`config.mk`:
```
export PLATFORM = sky130hd
export DESIGN_NAME = irq_gather
export DESIGN_NICKNAME = d
export VERILOG_FILES = /design/src/rtl/irq_gather_pkg.sv /design/src/rtl/irq_chan_enc.sv /design/src/rtl/irq_wake_det.sv /design/src/rtl/irq_rd_port.sv /design/src/rtl/irq_gather.sv
export SDC_FILE = /design/constraint.sdc
export NUM_CORES = 1
export LEC_CHECK = 0
export BUFFER_PORTS_ARGS = -buffer_cell sky130_fd_sc_hd__buf_2
export CELL_PAD_IN_SITES_DETAIL_PLACEMENT = 0
export CELL_PAD_IN_SITES_GLOBAL_PLACEMENT = 1
export CORE_ASPECT_RATIO = 0.5
export CORE_MARGIN = 2
export CORE_UTILIZATION = 36
export CTS_CLUSTER_SIZE = 8
export DETAILED_ROUTE_END_ITERATION = 12
export HOLD_SLACK_MARGIN = 0.02
export PLACE_DENSITY_LB_ADDON = 0.12
export SKIP_LAST_GASP = 1
export SLEW_MARGIN = 40
export SYNTH_ARGS = -nofsm -noshare
export SYNTH_HDL_FRONTEND = slang
export SYNTH_SLANG_ARGS = --single-unit
```
`constraint.sdc`:
```
create_clock -name clk -period 2 [get_ports clk]
set_clock_uncertainty 0.05 [all_clocks]
set_input_delay 0.1 -clock clk [delete_from_list [all_inputs] [get_ports clk]]
set_output_delay 0.1 -clock clk [all_outputs]
set_load 0.01 [all_outputs]
```
`src/rtl/irq_gather_pkg.sv`:
```
package irq_gather_pkg;
    localparam int CODE_W = 3;
    localparam int SRC_N  = 4;

    // request bit positions inside a channel's group of four
    localparam int B_LINE = 0;
    localparam int B_RXD  = 1;
    localparam int B_TXE  = 2;
    localparam int B_MDM  = 3;

    typedef enum logic [CODE_W-1:0] {
        SRC_NONE = 3'd0,
        SRC_LINE = 3'd1,
        SRC_RXD  = 3'd2,
        SRC_TXE  = 3'd3,
        SRC_MDM  = 3'd4,
        SRC_TMR  = 3'd7
    } src_code_e;
endpackage

```
`src/rtl/irq_chan_enc.sv`:
```
module irq_chan_enc
    import irq_gather_pkg::*;
#(
    parameter bit HAS_TIMER = 1'b0
) (
    input  logic [SRC_N-1:0]  src_i,
    input  logic [SRC_N-1:0]  en_i,
    input  logic              tmr_i,
    output logic [CODE_W-1:0] code_o,
    output logic              req_o
);
    logic [SRC_N-1:0] act_w;

    always_comb begin
        act_w = src_i & en_i;
        if (act_w[B_LINE])              code_o = SRC_LINE;
        else if (act_w[B_RXD])          code_o = SRC_RXD;
        else if (act_w[B_TXE])          code_o = SRC_TXE;
        else if (act_w[B_MDM])          code_o = SRC_MDM;
        else if (HAS_TIMER && tmr_i)    code_o = SRC_TMR;
        else                            code_o = SRC_NONE;
        req_o = (code_o != SRC_NONE);
    end
endmodule

```
`src/rtl/irq_wake_det.sv`:
```
module irq_wake_det #(
    parameter int NCH = 8
) (
    input  logic           clk,
    input  logic           rst_n,
    input  logic [NCH-1:0] sleep_i,
    input  logic           wake_en_i,
    input  logic           clr_i,
    output logic           wake_o
);
    typedef struct packed {
        logic all_slp;
        logic wake;
    } wk_t;

    wk_t  st_d, st_q;
    logic evt_w;

    always_comb begin
        st_d          = st_q;
        evt_w         = st_q.all_slp & ~(&sleep_i);
        st_d.all_slp  = &sleep_i;
        st_d.wake     = (st_q.wake & ~clr_i) | (evt_w & wake_en_i);
    end

    always_ff @(posedge clk or negedge rst_n) begin
        if (!rst_n) st_q <= '0;
        else        st_q <= st_d;
    end

    assign wake_o = st_q.wake;

    // a rise needs all channels asleep two samples back and the enable
    p_wake_cause_r7: assert property (@(posedge clk) disable iff (!rst_n)
        $rose(wake_o) |-> ($past(&sleep_i, 2) && $past(wake_en_i)))
        else $error("wake flag rose without a full-sleep exit");

    // a summary read with no possible new event leaves the flag clear
    p_wake_clear_r8: assert property (@(posedge clk) disable iff (!rst_n)
        (clr_i && !wake_en_i) |=> !wake_o)
        else $error("wake flag survived a summary read");
endmodule

```
`src/rtl/irq_rd_port.sv`:
```
module irq_rd_port #(
    parameter int DATA_W = 8,
    parameter int NREG   = 4,
    parameter int ADDR_W = 2
) (
    input  logic                   clk,
    input  logic                   rst_n,
    input  logic                   rd_en_i,
    input  logic [ADDR_W-1:0]      rd_addr_i,
    input  logic [NREG*DATA_W-1:0] regs_i,
    output logic [DATA_W-1:0]      rd_data_o,
    output logic                   sum_rd_o
);
    typedef struct packed {
        logic [DATA_W-1:0] data;
    } rp_t;

    rp_t st_d, st_q;

    always_comb begin
        st_d = st_q;
        if (rd_en_i) begin
            st_d.data = '0;
            for (int r = 0; r < NREG; r++) begin
                if (rd_addr_i == ADDR_W'(r)) st_d.data = regs_i[r*DATA_W +: DATA_W];
            end
        end
        sum_rd_o = rd_en_i && (rd_addr_i == '0);
    end

    always_ff @(posedge clk or negedge rst_n) begin
        if (!rst_n) st_q <= '0;
        else        st_q <= st_d;
    end

    assign rd_data_o = st_q.data;

    // without a strobe the output keeps its value
    p_rd_hold_r10: assert property (@(posedge clk) disable iff (!rst_n)
        !rd_en_i |=> $stable(rd_data_o))
        else $error("read data moved without a strobe");
endmodule

```
`src/rtl/irq_gather.sv`:
```
module irq_gather
    import irq_gather_pkg::*;
#(
    parameter int NCH    = 8,
    parameter int DATA_W = 8,
    parameter int ADDR_W = 2
) (
    input  logic                   clk,
    input  logic                   rst_n,
    input  logic [NCH*SRC_N-1:0]   chan_src_i,
    input  logic [NCH*SRC_N-1:0]   chan_en_i,
    input  logic                   tmr_evt_i,
    input  logic                   tmr_en_i,
    input  logic [NCH-1:0]         sleep_i,
    input  logic                   wake_en_i,
    input  logic                   rd_en_i,
    input  logic [ADDR_W-1:0]      rd_addr_i,
    output logic [DATA_W-1:0]      rd_data_o,
    output logic                   irq_o
);
    localparam int VEC_W = NCH * CODE_W;
    localparam int NLOC  = (VEC_W + DATA_W - 1) / DATA_W;
    localparam int NREG  = NLOC + 1;
    localparam int PAD_W = NLOC * DATA_W - VEC_W;

    typedef struct packed {
        logic [NCH-1:0]   sum;
        logic [VEC_W-1:0] loc;
    } agg_t;

    agg_t                     st_d, st_q;
    logic [CODE_W-1:0]        code_w [NCH];
    logic [NCH-1:0]           req_w;
    logic                     tmr_w;
    logic [NLOC*DATA_W-1:0]   loc_pad_w;
    logic [DATA_W-1:0]        sum_pad_w;
    logic [NREG*DATA_W-1:0]   regs_w;
    logic                     sum_rd_w;
    logic                     wake_w;

    assign tmr_w = tmr_evt_i & tmr_en_i;

    for (genvar n = 0; n < NCH; n++) begin : g_ch
        irq_chan_enc #(.HAS_TIMER(n == 0)) u_enc (
            .src_i  (chan_src_i[n*SRC_N +: SRC_N]),
            .en_i   (chan_en_i[n*SRC_N +: SRC_N]),
            .tmr_i  (tmr_w),
            .code_o (code_w[n]),
            .req_o  (req_w[n])
        );
    end

    always_comb begin
        st_d     = st_q;
        st_d.sum = req_w;
        for (int n = 0; n < NCH; n++) begin
            st_d.loc[n*CODE_W +: CODE_W] = code_w[n];
        end
    end

    always_ff @(posedge clk or negedge rst_n) begin
        if (!rst_n) st_q <= '0;
        else        st_q <= st_d;
    end

    if (PAD_W > 0) begin : g_pad
        assign loc_pad_w = {{PAD_W{1'b0}}, st_q.loc};
    end else begin : g_nopad
        assign loc_pad_w = st_q.loc;
    end

    if (DATA_W > NCH) begin : g_spad
        assign sum_pad_w = {{(DATA_W-NCH){1'b0}}, st_q.sum};
    end else begin : g_snopad
        assign sum_pad_w = st_q.sum[DATA_W-1:0];
    end

    assign regs_w = {loc_pad_w, sum_pad_w};

    irq_rd_port #(.DATA_W(DATA_W), .NREG(NREG), .ADDR_W(ADDR_W)) u_rd (
        .clk       (clk),
        .rst_n     (rst_n),
        .rd_en_i   (rd_en_i),
        .rd_addr_i (rd_addr_i),
        .regs_i    (regs_w),
        .rd_data_o (rd_data_o),
        .sum_rd_o  (sum_rd_w)
    );

    irq_wake_det #(.NCH(NCH)) u_wake (
        .clk       (clk),
        .rst_n     (rst_n),
        .sleep_i   (sleep_i),
        .wake_en_i (wake_en_i),
        .clr_i     (sum_rd_w),
        .wake_o    (wake_w)
    );

    assign irq_o = (|st_q.sum) | wake_w;

    for (genvar n = 0; n < NCH; n++) begin : g_chk
        // pending bit and code field agree
        p_sum_code_r2: assert property (@(posedge clk) disable iff (!rst_n)
            st_q.sum[n] == (st_q.loc[n*CODE_W +: CODE_W] != '0))
            else $error("summary bit and code disagree on channel %0d", n);

        // an enabled line-status request wins on the next cycle
        p_line_first_r4: assert property (@(posedge clk) disable iff (!rst_n)
            (chan_src_i[n*SRC_N + B_LINE] && chan_en_i[n*SRC_N + B_LINE])
            |=> (st_q.loc[n*CODE_W +: CODE_W] == SRC_LINE))
            else $error("line status not top priority on channel %0d", n);

        if (n > 0) begin : g_notmr
            // code 7 is reserved away from channel 0
            p_no_code7_r6: assert property (@(posedge clk) disable iff (!rst_n)
                st_q.loc[n*CODE_W +: CODE_W] != SRC_TMR)
                else $error("timer code on channel %0d", n);
        end
    end

    // a summary read returns the summary held before the strobe edge
    p_sum_read_r10: assert property (@(posedge clk) disable iff (!rst_n)
        (rd_en_i && rd_addr_i == '0) |=> (rd_data_o == $past(sum_pad_w)))
        else $error("summary read returned wrong data");
endmodule

```
==> impl_results.md <==
- Clock Sinks: 42
- Peak Freq: 540.6 MHz
- Longest Clk Path Bufs: 2
- Clk network pwr share: 0.338
- Tot Pwr: 1.987 mW
- Switching Share: 0.2354
- Leading area contributor after synthesis: dfrtp_1
- Final setup vio count: 0
- Comb pwr share: 0.182
- Most numerous cell in the Yosys netlist: dfrtp_1
- Worst-margin pin slew: 516.3 ps
- Worst setup margin: 150.4 ps
- Hold crit path type: in2reg
- Yosys warns: 0
- Peak VDD IR: 0.2584 mV
- Crit path cell chain: dlygate4sd3_1 > buf_2 > nand3_1 > dlygate4sd3_1 > nand2_1 > dlygate4sd3_1
- Antenna-violating nets left: 0
- Initial DRC Count: 59
- Inserted Clock Buffers: 5
- Cell internal pwr: 1.520 mW
- Antenna violations before repair: 0
- Commonest cells in the netlist: dfrtp_1, nand2_1, nand3_1
- Routed wire per std cell: 12.24 um
- Fin nets: 392
- Placed instance area: 0.002310 sq mm
- WP data arrival: 1980 ps
- DIE WIDTH: 104.4 um
- Register area share after synthesis: 0.5789
- GRT overflow: 0
- Share of the synthesized area in the top cell type: 0.5789
- Drt pass-1 iters: 4
- Die area: 0.005662 sq mm
- Pin count of the biggest net entering global routing: 43
- CP Class: in2reg
- DIE HEIGHT: 54.22 um
- Max Cap Viol: 0
- DRC: 0
- CTS tree: done
- Ys async rst share: 1.000
- Final Hold Violating Endpoints: 0
- Synthesized instance count: 172
- Vias in the first global route: 1650
- Sequential share of power: 0.480
- P per Cell Area: 684.7 mW/mm^2
- Fin. max-slew vios: 0
- Critical path's largest stage delay: 550 ps
- Worst slack, placed: 811.1 ps
- Routed WL: 4.674 mm
- GRT Total Usage: 0.1743
- Core area: 0.004887 sq mm
- Routability cong.: 0.7456
- Syn nets: 252
- H-Tree Depth: 2
- Layout area overhead: 59.89%
- N_diodes: 0
- Clk_lat worst skew: 290 ps
- Worst Setup End Kind: flip-flop
- Post-synth top flop: dfrtp_1
- Post-synthesis cell area: 0.001815 sq mm
- Synthesized flop and latch total: 42
- Crit-path slowest cell: dlygate4sd3_1
- Clk root buf: clkbuf_8
- Fraction of layout cells with a size suffix above 1: 0.3077
- Max-slew headroom: 0.6558
- RSZ-0062 raised after global routing: false
- Initial core utilization: 0.3715
- CTS clock-pin slew for the worst setup and hold paths: 80 ps
- Post-route cell area: 0.002903 sq mm
- Site Rows: 18
- Tmin final: 1850 ps
- Fin crit share: 0.9248
- Status: finished, final reports clean
- Synth cell types: 19
- Crit start category: primary input
- Vias per cell: 4.550
- Number of buffers added on ports: 88
- Mapped Avg Cell Area: 10.56 sq um
- Leak pwr: 1.457 nW
- Io pins: 89
- Sw Pwr: 0.4679 mW
- Vias: 1738
- Synth top area cells: dfrtp_1, mux2i_1, nand2_1
- Max Fanout on Critical Path: 2
- Crit-path most repeated cell: dlygate4sd3_1
- Postcts setup bufs: 0
- Global-route wire length before repair: 7.424 mm
- Setup_tns: 0 ps
- Post-synth EDFFs: 0
- Required time worst endpoint: 2130 ps
- Hpwl dp: 3.209 mm
## state kept, by name (all words and copies together) (netlist names)
signal	cells
loc_pad_w	24
u_wake.wake_o	1
u_wake.st_q	1
u_rd.rd_data_o	8
sum_pad_w	8
## critical path, delay by kind of cell
family,cells,cell delay [ps]
buffers and inverters,4,1770
AND/OR/NAND/NOR,2,100
## worst paths after layout
path | start | end | slack, ps | cells past startpoint
setup / recovery | chan_en_i[26] | loc_pad_w[18]$_DFF_PN0_ | 150 | 6
hold reg to reg | u_rd.rd_data_o[3]$_DFFE_PN0P_ | u_rd.rd_data_o[3]$_DFFE_PN0P_ | 450 | 2
min in group asynchronous | rst_n | sum_pad_w[4]$_DFF_PN0_ | 350 | 3
max in group asynchronous | rst_n | loc_pad_w[0]$_DFF_PN0_ | 1190 | 3
setup reg to reg | loc_pad_w[17]$_DFF_PN0_ | u_rd.rd_data_o[1]$_DFFE_PN0P_ | 1070 | 2
hold / removal | chan_src_i[7] | sum_pad_w[1]$_DFF_PN0_ | 20 | 3
## cell usage in the layout, fill, tap and decap left out, drive strengths merged
cell type     n
dfrtp        42
a21boi        1
nand3        17
clkbuf        6
dlygate4sd3  48
a22oi         9
and2          1
nor2         10
nand4         2
o21ai         3
a21oi         7
nor3          1
buf          89
bufinv        1
mux2i        16
nand2        40
nor4          1
a32oi         1
o221ai        8
nand2b        9
## power groups by stage
stage	Combinational, mW	Sequential [mW]	Clock (mW)
after floorplan	0.128	0.968	0
after global placement	0.277	0.972	0
after detailed placement	0.284	0.971	0
after CTS	0.361	0.955	0.686
after global routing	0.405	0.963	0.713
final	0.361	0.954	0.672
## layout make-up
cell class | count | area, sq um
clock buffers | 6 | 82.58
fillers | 438 | 1984
repair buffers | 137 | 928.4
clock inverters | 1 | 30.03
multi-input cells | 126 | 723.2
well taps | 70 | 87.58
flip-flops and latches | 42 | 1051
## cell families after synthesis
family                 after synthesis  synth area share
AND/OR/NAND/NOR                     81            0.1978
buffers and inverters                4           0.02274
multiplexers                        16           0.08821
flip-flops                          42            0.5789
AO/OA/AOI/OAI                       29            0.1123
## metal layers
metal / vias up / wire, um / global-route usage
met4: 0 / 40 / 0.05405
met1: 794 / 2287 / 0.2348
met2: 49 / 2086 / 0.2843
met3: 4 / 259 / 0.04524
met5: - / 0 / 0
li1: 891 / - / -
## stage by stage
step	instances	util	hold WS (ps)
after floorplan	172	-	-245.6
after global routing	382	0.5940	27.09
final	382	0.5940	17.68
after detailed placement	327	0.4726	145.7
after global placement	327	0.4726	142.5
after CTS	382	0.5940	21.64
## timing repair
action                    4_1_cts  5_1_grt
hold buffers                   48        0
resized for setup               0        0
hold endpoints to repair       69        0
No activity file was read; power rests on OpenSTA's default activity.
